--- src/rtl/sram_ctl_pkg.sv ---
`timescale 1ns/1ps
// Shared types and helpers for the static RAM controller.
// Assumes all times are given in picoseconds as positive integers.
package sram_ctl_pkg;

    // Controller phases
    typedef enum logic [2:0] {
        ST_PWRUP  = 3'd0,
        ST_IDLE   = 3'd1,
        ST_SETUP  = 3'd2,
        ST_STROBE = 3'd3,
        ST_HOLD   = 3'd4,
        ST_TURN   = 3'd5
    } ctl_state_e;

    // Whole cycles covering a time, never fewer than one
    function automatic int cycles_for(input int t_ps, input int clk_ps);
        longint n;
        n = (longint'(t_ps) + longint'(clk_ps) - 1) / longint'(clk_ps);
        if (n < 1) n = 1;
        return int'(n);
    endfunction

    // Larger of two counts
    function automatic int max2(input int a, input int b);
        return (a > b) ? a : b;
    endfunction

endpackage

--- src/rtl/sram_ctl_timer.sv ---
`timescale 1ns/1ps
// Phase down-counter plus supply settling counter.
// The phase counter is loaded on entry to a timed phase and flags its last
// cycle; the settling counter starts at N_PWR in reset and runs to zero once.
module sram_ctl_timer #(
    parameter int PH_W  = 4,
    parameter int PWR_W = 16,
    parameter int N_PWR = 1
) (
    input  logic            clk,
    input  logic            rst_n,
    input  logic            load,
    input  logic [PH_W-1:0] load_val,
    output logic            ph_last,
    output logic            pwr_done
);

    logic [PH_W-1:0]  ph_cnt;
    logic [PWR_W-1:0] pwr_cnt;

    // Phase counter: load, then count down to zero
    always_ff @(posedge clk) begin
        if (!rst_n)                 ph_cnt <= '0;
        else if (load)              ph_cnt <= load_val;
        else if (ph_cnt != '0)      ph_cnt <= ph_cnt - 1'b1;
    end

    // Settling counter: runs down once after reset
    always_ff @(posedge clk) begin
        if (!rst_n)                 pwr_cnt <= PWR_W'(N_PWR);
        else if (pwr_cnt != '0)     pwr_cnt <= pwr_cnt - 1'b1;
    end

    assign ph_last  = (ph_cnt == PH_W'(1));
    assign pwr_done = (pwr_cnt == '0);

endmodule

--- src/rtl/sram_ctl_fsm.sv ---
`timescale 1ns/1ps
// Access sequencer. Walks settle, idle, setup, strobe, hold and (after reads)
// bus release, and registers the strobes from the next state so the pins
// change exactly on phase boundaries. Assumes the timer flags ph_last in the
// final cycle of each loaded phase.
module sram_ctl_fsm
    import sram_ctl_pkg::*;
#(
    parameter int PH_W     = 4,
    parameter int N_RD_STB = 1,
    parameter int N_WR_STB = 1,
    parameter int N_TURN   = 1
) (
    input  logic            clk,
    input  logic            rst_n,
    input  logic            req,
    input  logic            req_wr,
    input  logic            pwr_done,
    input  logic            ph_last,
    output logic            accept,
    output logic            load,
    output logic [PH_W-1:0] load_val,
    output logic            cap_rd,
    output logic            lanes_on_nxt,
    output logic            ce_n,
    output logic            we_n,
    output logic            oe_n,
    output logic            dq_oe,
    output logic            done
);

    ctl_state_e st_q, st_nxt;
    logic       wr_q, wr_nxt;

    // Next-state and phase-load decision
    always_comb begin
        st_nxt   = st_q;
        wr_nxt   = wr_q;
        accept   = 1'b0;
        load     = 1'b0;
        load_val = '0;
        unique case (st_q)
            ST_PWRUP:  if (pwr_done) st_nxt = ST_IDLE;
            ST_IDLE: begin
                if (req) begin
                    accept = 1'b1;
                    wr_nxt = req_wr;
                    st_nxt = ST_SETUP;
                end
            end
            ST_SETUP: begin
                st_nxt   = ST_STROBE;
                load     = 1'b1;
                load_val = wr_q ? PH_W'(N_WR_STB) : PH_W'(N_RD_STB);
            end
            ST_STROBE: if (ph_last) st_nxt = ST_HOLD;
            ST_HOLD: begin
                if (wr_q) begin
                    st_nxt = ST_IDLE;
                end else begin
                    st_nxt   = ST_TURN;
                    load     = 1'b1;
                    load_val = PH_W'(N_TURN);
                end
            end
            ST_TURN:   if (ph_last) st_nxt = ST_IDLE;
            default:   st_nxt = ST_IDLE;
        endcase
    end

    assign cap_rd       = (st_q == ST_STROBE) && ph_last && !wr_q;
    assign lanes_on_nxt = (st_nxt == ST_SETUP) || (st_nxt == ST_STROBE) ||
                          (st_nxt == ST_HOLD);

    // State and direction registers
    always_ff @(posedge clk) begin
        if (!rst_n) begin
            st_q <= ST_PWRUP;
            wr_q <= 1'b0;
        end else begin
            st_q <= st_nxt;
            wr_q <= wr_nxt;
        end
    end

    // Glitch-free strobe and completion registers
    always_ff @(posedge clk) begin
        if (!rst_n) begin
            ce_n  <= 1'b1;
            we_n  <= 1'b1;
            oe_n  <= 1'b1;
            dq_oe <= 1'b0;
            done  <= 1'b0;
        end else begin
            ce_n  <= !lanes_on_nxt;
            we_n  <= !((st_nxt == ST_STROBE) && wr_nxt);
            oe_n  <= !((st_nxt == ST_STROBE) && !wr_nxt);
            dq_oe <= lanes_on_nxt && wr_nxt;
            done  <= (st_nxt == ST_HOLD);
        end
    end

endmodule

--- src/rtl/sram_ctl_lanes.sv ---
`timescale 1ns/1ps
// Address, write data and byte-lane path. Captures the request on accept,
// drives per-lane enables from the next-phase activity, and captures each
// enabled lane of the read word (disabled lanes return zero).
module sram_ctl_lanes #(
    parameter int AW    = 16,
    parameter int DW    = 16,
    parameter int LANES = 2
) (
    input  logic             clk,
    input  logic             rst_n,
    input  logic             accept,
    input  logic [AW-1:0]    req_addr,
    input  logic [DW-1:0]    req_wdata,
    input  logic [LANES-1:0] req_mask,
    input  logic             lanes_on_nxt,
    input  logic             cap_rd,
    input  logic [DW-1:0]    mem_dq_in,
    output logic [AW-1:0]    mem_addr,
    output logic [DW-1:0]    mem_dq_out,
    output logic [LANES-1:0] mem_be_n,
    output logic [DW-1:0]    rd_data
);

    logic [LANES-1:0] mask_q, mask_nxt;

    assign mask_nxt = accept ? req_mask : mask_q;

    // Request capture
    always_ff @(posedge clk) begin
        if (!rst_n) begin
            mem_addr   <= '0;
            mem_dq_out <= '0;
            mask_q     <= '0;
        end else if (accept) begin
            mem_addr   <= req_addr;
            mem_dq_out <= req_wdata;
            mask_q     <= req_mask;
        end
    end

    // Byte enables registered from the next phase
    always_ff @(posedge clk) begin
        if (!rst_n) mem_be_n <= '1;
        else        mem_be_n <= ~(mask_nxt & {LANES{lanes_on_nxt}});
    end

    // Per-lane read capture
    for (genvar l = 0; l < LANES; l++) begin : g_lane
        always_ff @(posedge clk) begin
            if (!rst_n)
                rd_data[8*l +: 8] <= '0;
            else if (cap_rd)
                rd_data[8*l +: 8] <= mask_q[l] ? mem_dq_in[8*l +: 8] : 8'h00;
        end
    end

endmodule

--- src/rtl/sram_ctl.sv ---
`timescale 1ns/1ps
// Static RAM access controller top. Turns picosecond timing parameters into
// cycle counts and connects timer, sequencer and lane path. Assumes the host
// waits for done (and the bus release after reads) before its next request.
module sram_ctl
    import sram_ctl_pkg::*;
#(
    parameter int AW        = 16,
    parameter int DW        = 16,
    parameter int CLK_PS    = 5000,
    parameter int T_RC_PS   = 45000,
    parameter int T_OE_PS   = 22000,
    parameter int T_WP_PS   = 35000,
    parameter int T_DS_PS   = 25000,
    parameter int T_WC_PS   = 45000,
    parameter int T_OHZ_PS  = 18000,
    parameter int T_PWR_PS  = 200000000
) (
    input  logic              clk,
    input  logic              rst_n,
    input  logic              req,
    input  logic              req_wr,
    input  logic [AW-1:0]     req_addr,
    input  logic [DW-1:0]     req_wdata,
    input  logic [DW/8-1:0]   req_mask,
    output logic              done,
    output logic [DW-1:0]     rd_data,
    output logic              mem_ce_n,
    output logic              mem_we_n,
    output logic              mem_oe_n,
    output logic [DW/8-1:0]   mem_be_n,
    output logic [AW-1:0]     mem_addr,
    output logic [DW-1:0]     mem_dq_out,
    output logic              mem_dq_oe,
    input  logic [DW-1:0]     mem_dq_in
);

    localparam int LANES    = DW / 8;
    localparam int N_RC     = cycles_for(T_RC_PS, CLK_PS);
    localparam int N_OE     = cycles_for(T_OE_PS, CLK_PS);
    localparam int N_WP     = cycles_for(T_WP_PS, CLK_PS);
    localparam int N_DS     = cycles_for(T_DS_PS, CLK_PS);
    localparam int N_WC     = cycles_for(T_WC_PS, CLK_PS);
    localparam int N_TURN   = cycles_for(T_OHZ_PS, CLK_PS);
    localparam int N_PWR    = cycles_for(T_PWR_PS, CLK_PS);
    localparam int N_RD_STB = max2(N_OE, N_RC - 1);
    localparam int N_WR_STB = max2(max2(N_WP, N_DS), N_WC - 2);
    localparam int PH_MAX   = max2(max2(N_RD_STB, N_WR_STB), N_TURN);
    localparam int PH_W     = $clog2(PH_MAX + 1);
    localparam int PWR_W    = $clog2(N_PWR + 1);

    logic            accept, load, ph_last, pwr_done, cap_rd, lanes_on_nxt;
    logic [PH_W-1:0] load_val;

    sram_ctl_timer #(
        .PH_W (PH_W),
        .PWR_W(PWR_W),
        .N_PWR(N_PWR)
    ) u_timer (
        .clk     (clk),
        .rst_n   (rst_n),
        .load    (load),
        .load_val(load_val),
        .ph_last (ph_last),
        .pwr_done(pwr_done)
    );

    sram_ctl_fsm #(
        .PH_W    (PH_W),
        .N_RD_STB(N_RD_STB),
        .N_WR_STB(N_WR_STB),
        .N_TURN  (N_TURN)
    ) u_fsm (
        .clk         (clk),
        .rst_n       (rst_n),
        .req         (req),
        .req_wr      (req_wr),
        .pwr_done    (pwr_done),
        .ph_last     (ph_last),
        .accept      (accept),
        .load        (load),
        .load_val    (load_val),
        .cap_rd      (cap_rd),
        .lanes_on_nxt(lanes_on_nxt),
        .ce_n        (mem_ce_n),
        .we_n        (mem_we_n),
        .oe_n        (mem_oe_n),
        .dq_oe       (mem_dq_oe),
        .done        (done)
    );

    sram_ctl_lanes #(
        .AW   (AW),
        .DW   (DW),
        .LANES(LANES)
    ) u_lanes (
        .clk         (clk),
        .rst_n       (rst_n),
        .accept      (accept),
        .req_addr    (req_addr),
        .req_wdata   (req_wdata),
        .req_mask    (req_mask),
        .lanes_on_nxt(lanes_on_nxt),
        .cap_rd      (cap_rd),
        .mem_dq_in   (mem_dq_in),
        .mem_addr    (mem_addr),
        .mem_dq_out  (mem_dq_out),
        .mem_be_n    (mem_be_n),
        .rd_data     (rd_data)
    );

endmodule

--- config.mk ---
export PLATFORM = sky130hd
export DESIGN_NAME = sram_ctl
export DESIGN_NICKNAME = d
export VERILOG_FILES = /design/src/rtl/sram_ctl_pkg.sv /design/src/rtl/sram_ctl_timer.sv /design/src/rtl/sram_ctl_fsm.sv /design/src/rtl/sram_ctl_lanes.sv /design/src/rtl/sram_ctl.sv
export SDC_FILE = /design/constraint.sdc
export NUM_CORES = 1
export LEC_CHECK = 0
export BUFFER_PORTS_ARGS = -buffer_cell sky130_fd_sc_hd__buf_2
export CORE_AREA = 2 2 87 89
export DETAILED_ROUTE_END_ITERATION = 8
export DIE_AREA = 0 0 89 91
export PLACE_DENSITY = 0.88
export SKIP_LAST_GASP = 1
export SLEW_MARGIN = 20
export SYNTH_ARGS = -nofsm -noshare
export SYNTH_HDL_FRONTEND = slang
export SYNTH_HIERARCHICAL = 1
export SYNTH_SLANG_ARGS = --single-unit
--- constraint.sdc ---
create_clock -name clk -period 2.3 [get_ports clk]
set_input_delay 0.345 -clock clk [delete_from_list [all_inputs] [get_ports clk]]
set_output_delay 0.345 -clock clk [all_outputs]
set_load 0.03 [all_outputs]
# Word-level counts from Yosys, hierarchy flattened
# Cells that the tools add are included.
dict set report word_totals {
  output_inout_bits 55
  latch_bits 0
  memories 0
  inputBits 54
  rom_bits 0
  reg_bits 81
  elab_cells 65
  ram_bits 0
}
dict set report op_classes {
  n_mux 20
  n_lt_le_gt_ge 0
  n_reduce_logical 17
  eq_ne 9
  mul 0
  n_shift 0
  n_div 0
  n_addsub 2
  bitwise 2
}
# cell n
set op_table {}
lappend op_table {{$mux W3} 6}
lappend op_table {{$pmux W3 S6} 1}
lappend op_table {{$logic_not A16 Y1} 1}
lappend op_table {{$mux W8} 2}
lappend op_table {{$reduce_bool A16 Y1} 1}
lappend op_table {{$sub A16 B1 Y16 const B} 1}
lappend op_table {{$eq A3 B2 Y1 const B} 4}
lappend op_table {{$mux W4} 3}
lappend op_table {{$eq A3 B3 Y1 const B} 3}
lappend op_table {{$pmux W4 S2} 1}
lappend op_table {{$logic_and A1 B1 Y1} 5}
lappend op_table {{$logic_not A1 Y1} 5}
lappend op_table {{$mux W1} 5}
lappend op_table {{$eq A4 B1 Y1 const B} 1}
lappend op_table {{$reduce_bool A4 Y1} 1}
lappend op_table {{$sub A4 B1 Y4 const B} 1}
lappend op_table {{$eq A3 B1 Y1 const B} 1}
lappend op_table {{$logic_not A3 Y1} 1}
lappend op_table {{$and A2 B2 Y2} 1}
lappend op_table {{$logic_or A1 B1 Y1} 2}
lappend op_table {{$mux W2} 1}
lappend op_table {{$not A2 Y2} 1}
lappend op_table {{$pmux W1 S2} 1}
lappend op_table {{$reduce_bool A2 Y1} 1}

# Depth between registers and ports, before layout
# Gate-level depths: netlist of the first run.
dict set report logic_depth {
  word_depth 8
  ltp_mapped 8
  ltp_nobuf 7
}

# Cells and area by module
# Netlist of the first run, hierarchy kept.
# mod cells_each n_inst area_each_um2 seq_area_each_um2
set modules_own_cells {}
lappend modules_own_cells {sram_ctl_lanes 186 1 2028.2 1041.0}
lappend modules_own_cells {sram_ctl_timer 119 1 1059.8 400.4}
lappend modules_own_cells {sram_ctl_fsm 50 1 470.5 180.2}

# Least setup slack after synthesis of the first run
# Ideal clock, no wire load.
dict set report synth_timing {
  path_type {register to register}
  start {reg u_timer.pwr_cnt[7]}
  end {reg u_timer.pwr_cnt[15]}
  synth_period_minus_slack_ns 1.887
  slack_ns 0.413
  path_buffers 0
  setup_ns 0.062
  t_arrival_ns 1.825
  required_ns 2.238
  stages_incl_launch_ff 5
  cell_sequence {dfxtp_1 > or4_4 > or4_1 > or4_1 > nand3_1}
}
dict set report synth_via {
  elab_chain_len 1
  word_cells_on_any_way 2
  cone_classes {add/sub: 1; reduce/logical: 1}
}
# item line_no
set synth_lines {}
lappend synth_lines {{from (decl)} sram_ctl_timer.sv:19} ;# logic [PWR_W-1:0] pwr_cnt;
lappend synth_lines {{from (signal assigned)} sram_ctl_timer.sv:30} ;# if (!rst_n) pwr_cnt <= PWR_W'(N_PWR);
lappend synth_lines {{from (signal assigned)} sram_ctl_timer.sv:31} ;# else if (pwr_cnt != '0) pwr_cnt <= pwr_cnt - 1'b1;
lappend synth_lines {{$sub A16 B1 Y16 or $reduce_bool A16 Y1 (tied branches)} sram_ctl_timer.sv:31}
# Several ways; a longest one is shown, not always the timed one.
# A chain may end at the register's enable or synchronous reset.

# Worst setup path after layout of the first run
dict set report layout_timing {
  start {reg u_timer.pwr_cnt[0]}
  end {reg u_timer.pwr_cnt[8]}
}
# Same word-level chain as after synthesis.

==> metrics.md, run 1 <==
| Metric | Value |
|---|---|
| Number of cells after detailed placement | 545 |
| Average routed wire per standard cell | 13.6 microns |
| Required time at the worst-slack endpoint | 2.56 ns |
| Clock sink total | 81 |
| Master of the slowest instance on the critical path | or4_1 |
| Most frequent standard cell in the layout excluding fill and tap cells | buf_2 |
| TritonCTS clock tree | yes |
| Fraction of power spent switching nets | 25.6% |
| Final routed DRC violation total | 0 |
| Critical path cell sequence | inv_1 -> ha_1 -> nor3b_1 -> nand2_2 -> or4_1 -> a21boi_0 |
| Die Outline Area | 8100 sq um |
| Number of buffers added to fix hold violations after cts | 0 |
| Overall die width | 89 microns |
| Post-detailed-placement cell area | 4120 sq um |
| Run status | finished clean |
| Core ar. | 7140 sq um |
| Final period demand of the worst path | 2.05 ns |
| Level count of the clock H-tree | 3 |
| Count of non-filler cells in the finished layout | 561 |
| Chip height | 91 microns |
| Biggest area contributors in the synthesized netlist | dfxtp_1, mux2i_1, nor2b_1, nand3b_1, nand2_1 |
| Power Dens Cells | 677 nW/um^2 |
| Max Fclk | 0.487 GHz |
| DRT antenna net count | 0 |
| Fraction of the yosys area taken by sequential cells | 45.6% |
| Cell Int Power | 2.18 mW |
| Standard-cell rows | 31 |
| Synthesized area per cell | 10.0 sq um |
| Clock network latency to the later pin of the worst-skew pair | 0.35 ns |
| Vias in the first global route | 2510 |
| Share of layout cells above drive strength 1 | 31.2% |
| Pleak | 1.77 nW |
| Final RePlAce weighted congestion | 0.761 |
| Netlist area before placement | 3560 sq um |
| Worst setup EP type | flop |
| TritonCTS Buffers | 9 |
| RSZ-0062 raised after global routing | no |
| Critical path buffer and inverter count | 1 |
| Synthesized instance count | 355 |
| Worst setup path class | flop to flop |
| Number of vias per cell | 5.16 |
| Comb power frac | 13.8% |
| Total track usage | 18.0% |
| Largest fanout on the critical path | 11 |
| Critical Path Source Type | flop |
| Final number of max-transition violations | 0 |
| Dominant cell type by area after synthesis | dfxtp_1 |
| Area share of the largest cell type after synthesis | 45.6% |
| Crit share post-route | 89.2% |
| First-pass DRT Iterations | 5 |
| Starting Density | 49.9% |
| VDD IR max | 0.385 mV |
| Endpoints failing setup | 0 |
| Top-level port count | 109 |
| Post-synthesis register bit count | 81 |
| Post-CTS clock slew at the launch and capture registers of the worst setup and hold paths | 0.08 ns |
| Maximum cell stage delay along the critical path | 0.53 ns |
| Global-route wire length before repair | 11.7 mm |
| Area of all placed cells without fillers | 4320 sq um |
| CTS max path bufs | 2 |
| Portion of total power attributed to the clock network | 34.5% |
| Total net switching power | 0.750 mW |
| Synth Net Count | 413 |
| Max_slew headroom | 66.6% |
| Post-DP HPWL | 5.44 mm |
| Final WL | 7.65 mm |
| Antenna violations before repair | 0 |
| Internal reg-to-reg setup slack | 0.25 ns |
| Via count | 2897 |
| Top library cells by usage in the layout, fill and taps aside | buf_2, dfxtp_1, mux2i_1 |
| Layout Nets | 515 |
| Synthesis-to-layout area growth | 21.4% |
| Worst setup skew after layout | 0.0108 ns |
| Starting DRC count in detailed routing | 195 |
| Register share of total power | 51.7% |
| Overall overflow remaining after global route | 0 |
| Kind of cell adding the most delay to the critical path | simple AND/OR/NAND/NOR gates |
| Number of port buffers | 108 |
| Count of distinct cell types in the synthesized netlist | 49 |
| Actual slew at the worst max-slew pin | 0.500 ns |
| Yosys Warn Count | 6 |
| Largest net degree at the start of global routing | 105 |
| Hold/Removal Path Class | primary input to flop |
| Max-cap violations | 0 |
| TNS Setup | 0 ns |
| Arrival time at the worst endpoint | 2.32 ns |
| Antenna diode count | 0 |
| Final Hold Vio Count | 0 |
| Library cell used as clock root buffer | clkbuf_8 |
## power groups by stage
stage / clock network [mW] / logic, mW / registers (mW)
floorplan: 0 / 0.297 / 1.53
global placement: 0 / 0.385 / 1.54
detailed placement: 0 / 0.403 / 1.54
CTS: 1.04 / 0.405 / 1.51
global route: 1.09 / 0.453 / 1.52
finish: 1.01 / 0.403 / 1.51
## worst min-delay path, stage by stage
cell,delay (ns)
buf_2,0.07
nand4_1,0.08
nand2_1,0.06
## synth_stat cells (all sizes together)
library cell  number
nor2b             36
o41ai              2
xnor2              2
o311ai             3
nor3b              5
and2b              1
nand4             17
mux2i             42
nor4b              2
a31oi              1
o22ai              2
mux2               2
or2                4
nand2             30
and4b              1
o211ai             1
a21oi              7
and2               3
nand2b             5
o31a               1
o31ai              3
nor2               3
or3b               2
nand4b             2
and4bb             1
a21boi             1
ha                 4
inv                6
a21bo              1
a211oi             1
nor4bb             1
nand3              5
or4                6
or3                2
clkbuf             7
buf               18
nand3b            28
nor3              10
o21ai              6
dfxtp             81
## flip-flops by register name, summed over array words and instances (netlist names), 2 cells and up
signal and cells:
u_lanes/mem_addr 16, u_lanes/mem_dq_out 16, u_lanes/rd_data 16, u_timer/pwr_cnt 16, u_timer/ph_cnt 4, u_fsm/st_q 3
u_lanes/mask_q 2, u_lanes/mem_be_n 2
## path summary, 6_finish.rpt
check                                        start                                to  cells after the start
setup reg to reg   u_timer/pwr_cnt[0]$_SDFFE_PN0N_   u_timer/pwr_cnt[8]$_SDFFE_PN0N_                      6
hold / removal                        mem_dq_in[9]   u_lanes/rd_data[9]$_SDFFE_PN0P_                      3
hold reg to reg   u_lanes/rd_data[13]$_SDFFE_PN0P_  u_lanes/rd_data[13]$_SDFFE_PN0P_                      2
setup / recovery   u_timer/pwr_cnt[0]$_SDFFE_PN0N_   u_timer/pwr_cnt[8]$_SDFFE_PN0N_                      6
## final cells by class
type / count / area (sq um)
Clock inverter: 6 / 67.6
Timing Repair Buffer: 116 / 626
Sequential cell: 81 / 1620
Clock buffer: 10 / 128
Tap cell: 99 / 124
Multi-Input combinational cell: 243 / 1730
Fill cell: 610 / 2820
Inverter: 6 / 22.5
## per-stage QoR
stage / setup slack [ns] / hold slack (ns) / power [mW] / util, %
after global placement: 0.378 / 0.452 / 1.92 / 57.8
final: 0.247 / 0.232 / 2.93 / 60.5
after CTS: 0.184 / 0.214 / 2.96 / 60.5
after global routing: 0.0498 / 0.226 / 3.07 / 60.5
after floorplan: 0.413 / 0.432 / 1.83 / -
after detailed placement: 0.254 / 0.462 / 1.95 / 57.8
## per-layer routing
layer	part of all wire, %	vias to the layer above	GRT usage (%)
li1	-	1456	-
met1	42	1337	21.4
met2	49	97	30.1
met3	8.6	7	6.91
met4	0.72	0	4.98
met5	0	-	0
## cell families after synthesis
family | Yosys count | synth area share [%]
AND/OR/NAND/NOR | 164 | 28.5
flip-flops | 81 | 45.6
multiplexers | 44 | 12.4
buffers and inverters | 31 | 5.98
AO/OA/AOI/OAI | 29 | 5.59
adder cells (fa/ha/maj) | 4 | 1.41
XOR/XNOR | 2 | 0.492
## timing repair
| item | 4_1_cts | 5_1_grt |
|---|---|---|
| buffers inserted | 0 | 0 |
| endpoints found under the setup margin | 0 | 2 |
| gates resized for setup | 0 | 1 |
Power figures use the tool's default switching activity.
==> run 2: changes to the inputs <==
- SETUP_SLACK_MARGIN: unset -> 0.3
==> run 2 against run 1 <==
Effect of this change: maximum frequency up 5.4%; final area is 0.67% higher; sequential share of layout area is 0.16 points lower; worst setup slack improved by 0.11 ns; highest routed layer unchanged; total power up 0.56%; combinational power increased by 2%; final cell count stayed put; critical endpoint is now u_timer/pwr_cnt[15]$_SDFFE_PN1N_; clock-buffer cell count is the same; core utilization rose by 0.40 points; critical path depth shrank 2; wire length increased by 0.60%.
==> metrics.md, run 2 (synthesis results as in run 1) <==
| Metric | Value |
|---|---|
| Antenna violations before repair | 0 (unchanged) |
| VDD IR max | 0.384 mV (-0.23%) |
| Number of cells on the critical path | 4 (-2) |
| Maximum cell stage delay along the critical path | 0.54 ns (about the same) |
| Starting DRC count in detailed routing | 255 (+31%) |
| Final RePlAce weighted congestion | 0.761 (unchanged) |
| Clock network latency to the later pin of the worst-skew pair | 0.35 ns (about the same) |
| DRT antenna net count | 0 (unchanged) |
| Capture point of the worst reg-to-reg path | u_timer/pwr_cnt[15]$_SDFFE_PN1N_ |
| Level count of the clock H-tree | 3 (unchanged) |
| Post-CTS clock slew at the launch and capture registers of the worst setup and hold paths | 0.08 ns (about the same) |
| Overall die width | 89 microns (unchanged) |
| TNS Setup | 0 ns (unchanged) |
| Number of cells after detailed placement | 545 (unchanged) |
| Vias in the first global route | 2515 (+0.20%) |
| Clock sink total | 81 (unchanged) |
| Total track usage | 18.2% (+0.17 points) |
| Worst setup margin | 0.353 ns (+0.106 ns) |
| Most frequent standard cell in the layout excluding fill and tap cells | buf_2 |
| Share of layout cells above drive strength 1 | 32.0% (+0.87 points) |
| Synthesis-to-layout area growth | 22.2% |
| Hold/Removal Path Class | primary input to flop |
| Layout Nets | 515 (unchanged) |
| Arrival time at the worst endpoint | 2.23 ns (-0.09 ns) |
| Worst setup EP type | flop |
| Largest fanout on the critical path | 6 (-5) |
| Reg2reg path depth | 4 (-2) |
| Critical path launch point | u_timer/pwr_cnt[8]$_SDFFE_PN0N_ |
| Library cell used as clock root buffer | clkbuf_8 |
| Starting Density | 49.9% (unchanged) |
| Crit path top cell by count | or4_4 |
| Top-level port count | 109 (unchanged) |
| Max_slew headroom | 66.8% (+0.15 points) |
| Number of vias per cell | 5.17 (about the same) |
| Max Fclk | 0.514 GHz (+5.4%) |
| Post-CTS setup-driven buffer insertion count | 0 (unchanged) |
| TritonCTS clock tree | yes |
| Total Power Consumption | 2.94 mW (+0.56%) |
| Count of non-filler cells in the finished layout | 561 (unchanged) |
| Max-cap violations | 0 (unchanged) |
| Internal reg-to-reg setup slack | 0.35 ns (+0.11 ns) |
| Critical path cell sequence | or4_4 -> or4_4 -> or4_1 -> nand3_1 |
| Startpoint of the worst-slack reg-to-reg timing path | u_timer/pwr_cnt[8]$_SDFFE_PN0N_ |
| Chip height | 91 microns (unchanged) |
| Crit share post-route | 84.6% (-4.6 points) |
| Routed length on met1 | 3.19 mm (-0.87%) |
| Master of the slowest instance on the critical path | or4_4 |
| Actual slew at the worst max-slew pin | 0.497 ns (-0.00219 ns) |
| DR WL met2 | 3.74 mm (+0.54%) |
| TritonCTS Buffers | 9 (unchanged) |
| CTS max path bufs | 2 (unchanged) |
| Final number of max-transition violations | 0 (unchanged) |
| Top library cells by usage in the layout, fill and taps aside | buf_2, dfxtp_1, mux2i_1 |
| Final routed DRC violation total | 0 (unchanged) |
| Top layer reached by signal wires | met4 |
| Number of buffers added to fix hold violations after cts | 0 (unchanged) |
| Pre-CTS worst setup slack | 0.254 ns (unchanged) |
| Via count | 2899 (+0.069%) |
| Worst setup skew after layout | 0.00887 ns (-0.00192 ns) |
| Die Outline Area | 8100 sq um (unchanged) |
| Critical Path Source Type | flop |
| Pleak | 1.78 nW (+1.0%) |
| Required time at the worst-slack endpoint | 2.59 ns (+0.03 ns) |
| Run status | finished clean |
| First-pass DRT Iterations | 4 (-1) |
| Core ar. | 7140 sq um (unchanged) |
| Setup crit end | u_timer/pwr_cnt[15]$_SDFFE_PN1N_ |
| Standard-cell rows | 31 (unchanged) |
| Critical path buffer and inverter count | 0 (-1) |
| Power Dens Cells | 677 nW/um^2 (-0.11%) |
| Final Hold Vio Count | 0 (unchanged) |
| Hold Slack | 0.230 ns (-0.00271 ns) |
| Kind of cell adding the most delay to the critical path | simple AND/OR/NAND/NOR gates |
| Metal3 WL | 689 microns (+5.2%) |
| Final WL | 7.70 mm (+0.60%) |
| Antenna diode count | 0 (unchanged) |
| Largest net degree at the start of global routing | 105 (unchanged) |
| Endpoints failing setup | 0 (unchanged) |
| Worst setup path class | flop to flop |
| Number of port buffers | 108 (unchanged) |
| RSZ-0062 raised after global routing | no |
| Average routed wire per standard cell | 13.7 microns (+0.60%) |
| Worst hold path stage count | 3 (unchanged) |
| Final period demand of the worst path | 1.95 ns (-0.106 ns) |
| Overall overflow remaining after global route | 0 (unchanged) |
| Post-DP HPWL | 5.44 mm (unchanged) |
| Global-route wire length before repair | 11.8 mm (+0.83%) |
==> run 2: routing by layer <==
metal  up-vias  global-route usage (%)
met1      1337                    21.6
met5         -                       0
met4         0                    4.98
met2        98                    30.5
met3         7                    6.91
li1       1457                       -
==> run 2: stage by stage <==
stage	utilization, %	cell area, sq um
finish	60.9	4350
global route	60.9	4350
CTS	60.6	4330
detailed placement	57.8	4120
global placement	57.8	4120
floorplan	-	3560
==> run 2: power breakdown <==
part,switching [mW],internal [mW]
combinational,0.193,0.220
sequential,0.0603,1.46
clock,0.508,0.505
==> run 2: worst register-to-register path, delay by kind of cell (launching register included) <==
| kind | cells | cell delay (ns) |
|---|---|---|
| simple gates | 4 | 1.55 |
| flops | 1 | 0.35 |
==> run 2: worst min path at each step <==
stage,start,endpoint,slack (ns)
2_1_floorplan,rst_n,u_fsm/oe_n$_SDFF_PN1_,0.43
3_3_place_gp,u_lanes/rd_data[7]$_SDFFE_PN0P_,u_lanes/rd_data[7]$_SDFFE_PN0P_,0.45
3_5_place_dp,u_lanes/rd_data[14]$_SDFFE_PN0P_,u_lanes/rd_data[14]$_SDFFE_PN0P_,0.46
4_1_cts,mem_dq_in[9],u_lanes/rd_data[9]$_SDFFE_PN0P_,0.21
5_1_grt,mem_dq_in[15],u_lanes/rd_data[15]$_SDFFE_PN0P_,0.23
6_report,mem_dq_in[6],u_lanes/rd_data[6]$_SDFFE_PN0P_,0.23
==> run 2: final cells by class <==
type / count / area [sq um]
fillers: 608 / 2790
multi-input cells: 243 / 1760
flip-flops and latches: 81 / 1630
repair buffers: 116 / 626
clock buffers: 10 / 128
well taps: 99 / 124
clock inverters: 6 / 67.6
inverters: 6 / 22.5
==> run 2: what timing repair did <==
action,in CTS,in global routing
resized for setup,2,6
setup endpoints to repair,3,6
pin swaps,0,1
==> run 3: changes to the inputs <==
- ABC_AREA: unset -> 1
- CORE_AREA: 2 2 87 89 -> 2 2 90 92
- DIE_AREA: 0 0 89 91 -> 0 0 92 94
- PLACE_DENSITY: 0.88 -> 0.84
- clock period: 2.3 -> 1.75 ns (I/O delays scaled with it)
==> run 3 against run 2 <==
Effect of this change: first-iteration DRC count shrank 1.2%; critical endpoint is now u_lanes/rd_data[2]$_SDFFE_PN0P_; final cell count grew 21%; non-clock buffer count grew 14; final area grew 4.8%; flip-flop and latch count is the same; total power grew 42%; maximum frequency grew 27%; clock power grew 38%.
==> metrics.md, run 3 <==
| Metric | Value |
|---|---|
| Synthesized area per cell | 7.61 sq um (-24%) |
| Pre-CTS worst setup slack | 0.160 ns (-0.0941 ns) |
| Total Power Consumption | 4.18 mW (+42%) |
| Starting DRC count in detailed routing | 252 (-1.2%) |
| Number of vias per cell | 5.12 (-0.99%) |
| Filler instances | 635 (+4.4%) |
| Required time at the worst-slack endpoint | 2.03 ns (-0.56 ns) |
| Largest fanout on the critical path | 6 (unchanged) |
| Top library cells by usage in the layout, fill and taps aside | buf_2, nor2_1, dfxtp_1 |
| Top-level port count | 109 (unchanged) |
| Synthesis-to-layout area growth | 33.1% |
| Post-DP HPWL | 5.80 mm (+6.6%) |
| Overall overflow remaining after global route | 0 (unchanged) |
| Share of async-settable or async-resettable flops after synthesis | 0% (unchanged) |
| Antenna diode count | 0 (unchanged) |
| Clock network latency to the later pin of the worst-skew pair | 0.35 ns (about the same) |
| Number of buffers added to fix hold violations after cts | 0 (unchanged) |
| Share of layout cells above drive strength 1 | 38.1% (+6.0 points) |
| Layout Nets | 631 (+23%) |
| Chip height | 94 microns (+3.3%) |
| Clock sink total | 81 (unchanged) |
| Final Hold Vio Count | 0 (unchanged) |
| Worst setup margin | 0.213 ns (-0.140 ns) |
| CTS max path bufs | 2 (unchanged) |
| First-pass DRT Iterations | 8 (+4) |
| Final RePlAce weighted congestion | 0.838 (+10%) |
| Max Fclk | 0.651 GHz (+27%) |
| Post-CTS clock slew at the launch and capture registers of the worst setup and hold paths | 0.08 ns (about the same) |
| Most numerous cell in the Yosys netlist | nor2_1 |
| Global-route wire length before repair | 13.9 mm (+18%) |
| Top cells by count, synth | nor2_1, dfxtp_1, nand2_1 |
| Final routed DRC violation total | 0 (unchanged) |
| Count of distinct cell types in the synthesized netlist | 31 (-37%) |
| Critical Path Source Type | flop |
| Library cell used as clock root buffer | clkbuf_8 |
| Total net switching power | 1.24 mW (+63%) |
| Antenna violations before repair | 0 (unchanged) |
| Final WL | 9.38 mm (+22%) |
| Comb power frac | 18.5% (+4.5 points) |
| Portion of total power attributed to the clock network | 33.3% (-1.1 points) |
| Standard-cell rows | 32 (+3.2%) |
| Largest net degree at the start of global routing | 35 (-67%) |
| Final period demand of the worst path | 1.54 ns (-0.410 ns) |
| Die Outline Area | 8650 sq um (+6.8%) |
| Number of port buffers | 108 (unchanged) |
| Run status | finished clean |
| TNS Setup | 0 ns (unchanged) |
| Yosys Warn Count | 6 (unchanged) |
| Area of all placed cells without fillers | 4560 sq um (+4.8%) |
| Dominant cell type by area after synthesis | dfxtp_1 |
| Crit share post-route | 87.8% (+3.2 points) |
| Endpoints failing setup | 0 (unchanged) |
| RSZ-0062 raised after global routing | yes |
| Fraction of the yosys area taken by sequential cells | 47.4% (+1.8 points) |
| Hold/Removal Path Class | primary input to flop |
| VDD IR max | 0.525 mV (+37%) |
| Synth Net Count | 508 (+23%) |
| Worst setup EP type | flop |
| Utilization of the core after routing | 59.9% (-1.0 points) |
| Average routed wire per standard cell | 13.8 microns (+0.58%) |
| Max-cap violations | 0 (unchanged) |
| Max_slew headroom | 68.2% (+1.4 points) |
| Final number of max-transition violations | 0 (unchanged) |
| DRT antenna net count | 0 (unchanged) |
| Level count of the clock H-tree | 3 (unchanged) |
| Vias in the first global route | 3245 (+29%) |
| Most frequent standard cell in the layout excluding fill and tap cells | buf_2 |
| Starting Density | 45.0% (-4.8 points) |
| Actual slew at the worst max-slew pin | 0.477 ns (-0.0203 ns) |
| Worst setup skew after layout | 0.00881 ns (-0.0000626 ns) |
| Arrival time at the worst endpoint | 1.82 ns (-0.41 ns) |
| Post-synthesis register bit count | 81 (unchanged) |
| Area share of the largest cell type after synthesis | 47.4% (+1.8 points) |
| Overall die width | 92 microns (+3.4%) |
| Via count | 3479 (+20%) |
| Register share of total power | 48.3% (-3.3 points) |
| Synthesized instance count | 450 (+27%) |
| Pleak | 2.22 nW (+24%) |
| Cell Int Power | 2.94 mW (+35%) |
| Core ar. | 7610 sq um (+6.6%) |
| Worst setup path class | flop to flop |
| Number of enable flip-flop cells after synthesis | 0 (unchanged) |
| Top flip-flop cell by instance count after synthesis | dfxtp_1 |
| TritonCTS clock tree | yes |
| TritonCTS Buffers | 9 (unchanged) |
| Power Dens Cells | 917 nW/um^2 (+36%) |
| Netlist area before placement | 3420 sq um (-3.8%) |
| Total track usage | 19.6% (+1.4 points) |
| Post-detailed-placement cell area | 4020 sq um (-2.5%) |
| Biggest area contributors in the synthesized netlist | dfxtp_1, nor2_1, nand2_1, nand3_1, o21ai_0 |
| Fraction of power spent switching nets | 29.7% (+3.9 points) |
==> run 3: cell count changes in the layout (fill, tap and decap cells not counted), sizes merged, moves of 24 or more <==
| cell | previous run | this run |
|---|---|---|
| nand3 | 5 | 36 |
| inv | 7 | 35 |
| mux2i | 42 | 0 |
| nand2 | 30 | 80 |
| nor2 | 3 | 108 |
| o21ai | 6 | 40 |
| nand3b | 28 | 4 |
| nor2b | 36 | 0 |
==> run 3: layer usage <==
layer	wire (microns)	track usage [%]
met4	343	10.2
met5	0	0
met2	4530	33.6
met3	645	4.98
met1	3860	22.7
==> run 3: metrics by stage <==
step | hold slack (ns) | std cells
floorplan | 0.331 | 450
global placement | 0.453 | 648
detailed placement | 0.459 | 648
CTS | 0.128 | 671
global route | 0.132 | 680
finish | 0.133 | 680
==> run 3: logic make-up after synthesis <==
| logic type | Yosys count | share of synthesized area (%) |
|---|---|---|
| AO/OA/AOI/OAI | 71 | 10.6 |
| XOR/XNOR | 8 | 2.27 |
| adder cells (fa/ha/maj) | 4 | 1.46 |
| flip-flops | 81 | 47.4 |
| AND/OR/NAND/NOR | 233 | 30.5 |
| buffers and inverters | 53 | 7.75 |
==> run 3: worst paths after layout <==
| kind | end | cells past startpoint | slack [ns] | from |
|---|---|---|---|---|
| hold / removal | u_lanes/mem_addr[6]$_SDFFE_PN0P_ | 3 | 0.13 | req_addr[6] |
| hold reg to reg | u_lanes/rd_data[12]$_SDFFE_PN0P_ | 2 | 0.47 | u_lanes/rd_data[12]$_SDFFE_PN0P_ |
| setup reg to reg | u_lanes/rd_data[2]$_SDFFE_PN0P_ | 8 | 0.21 | u_timer/ph_cnt[1]$_SDFFE_PN0P_ |
| setup / recovery | u_lanes/rd_data[2]$_SDFFE_PN0P_ | 8 | 0.21 | u_timer/ph_cnt[1]$_SDFFE_PN0P_ |
==> run 3: worst max-delay path, cell delays in order (launching register included) <==
cell and delay (ns):
dfxtp_2 0.33, inv_2 0.07, ha_4 0.12, nor3b_4 0.21, nand2_2 0.11, nor2_4 0.21
buf_6 0.18, nand3_2 0.07, a21oi_1 0.16
==> run 3: final cells by class <==
type / count / area, sq um / share of cell area, %
multi-input cells: 316 / 1710 / 37.5
clock buffers: 10 / 138 / 3.02
clock inverters: 6 / 67.6 / 1.48
repair inverters: 1 / 11.3 / 0.247
flip-flops and latches: 81 / 1640 / 35.9
repair buffers: 130 / 724 / 15.9
well taps: 102 / 128 / 2.80
inverters: 34 / 143 / 3.13
==> run 3: power groups by stage <==
| stage | logic (mW) | clock network, mW | registers [mW] |
|---|---|---|---|
| floorplan | 0.504 | 0 | 2.03 |
| global placement | 0.623 | 0 | 2.04 |
| detailed placement | 0.657 | 0 | 2.04 |
| CTS | 0.702 | 1.41 | 2.00 |
| global route | 0.844 | 1.48 | 2.02 |
| finish | 0.771 | 1.39 | 2.02 |
==> run 3: timing repair <==
item | in CTS | in global routing
gates resized for setup | 11 | 55
setup endpoints to repair | 31 | 73
buffers inserted | 5 | 9
cloned | 2 | 0
pin swaps | 4 | 16
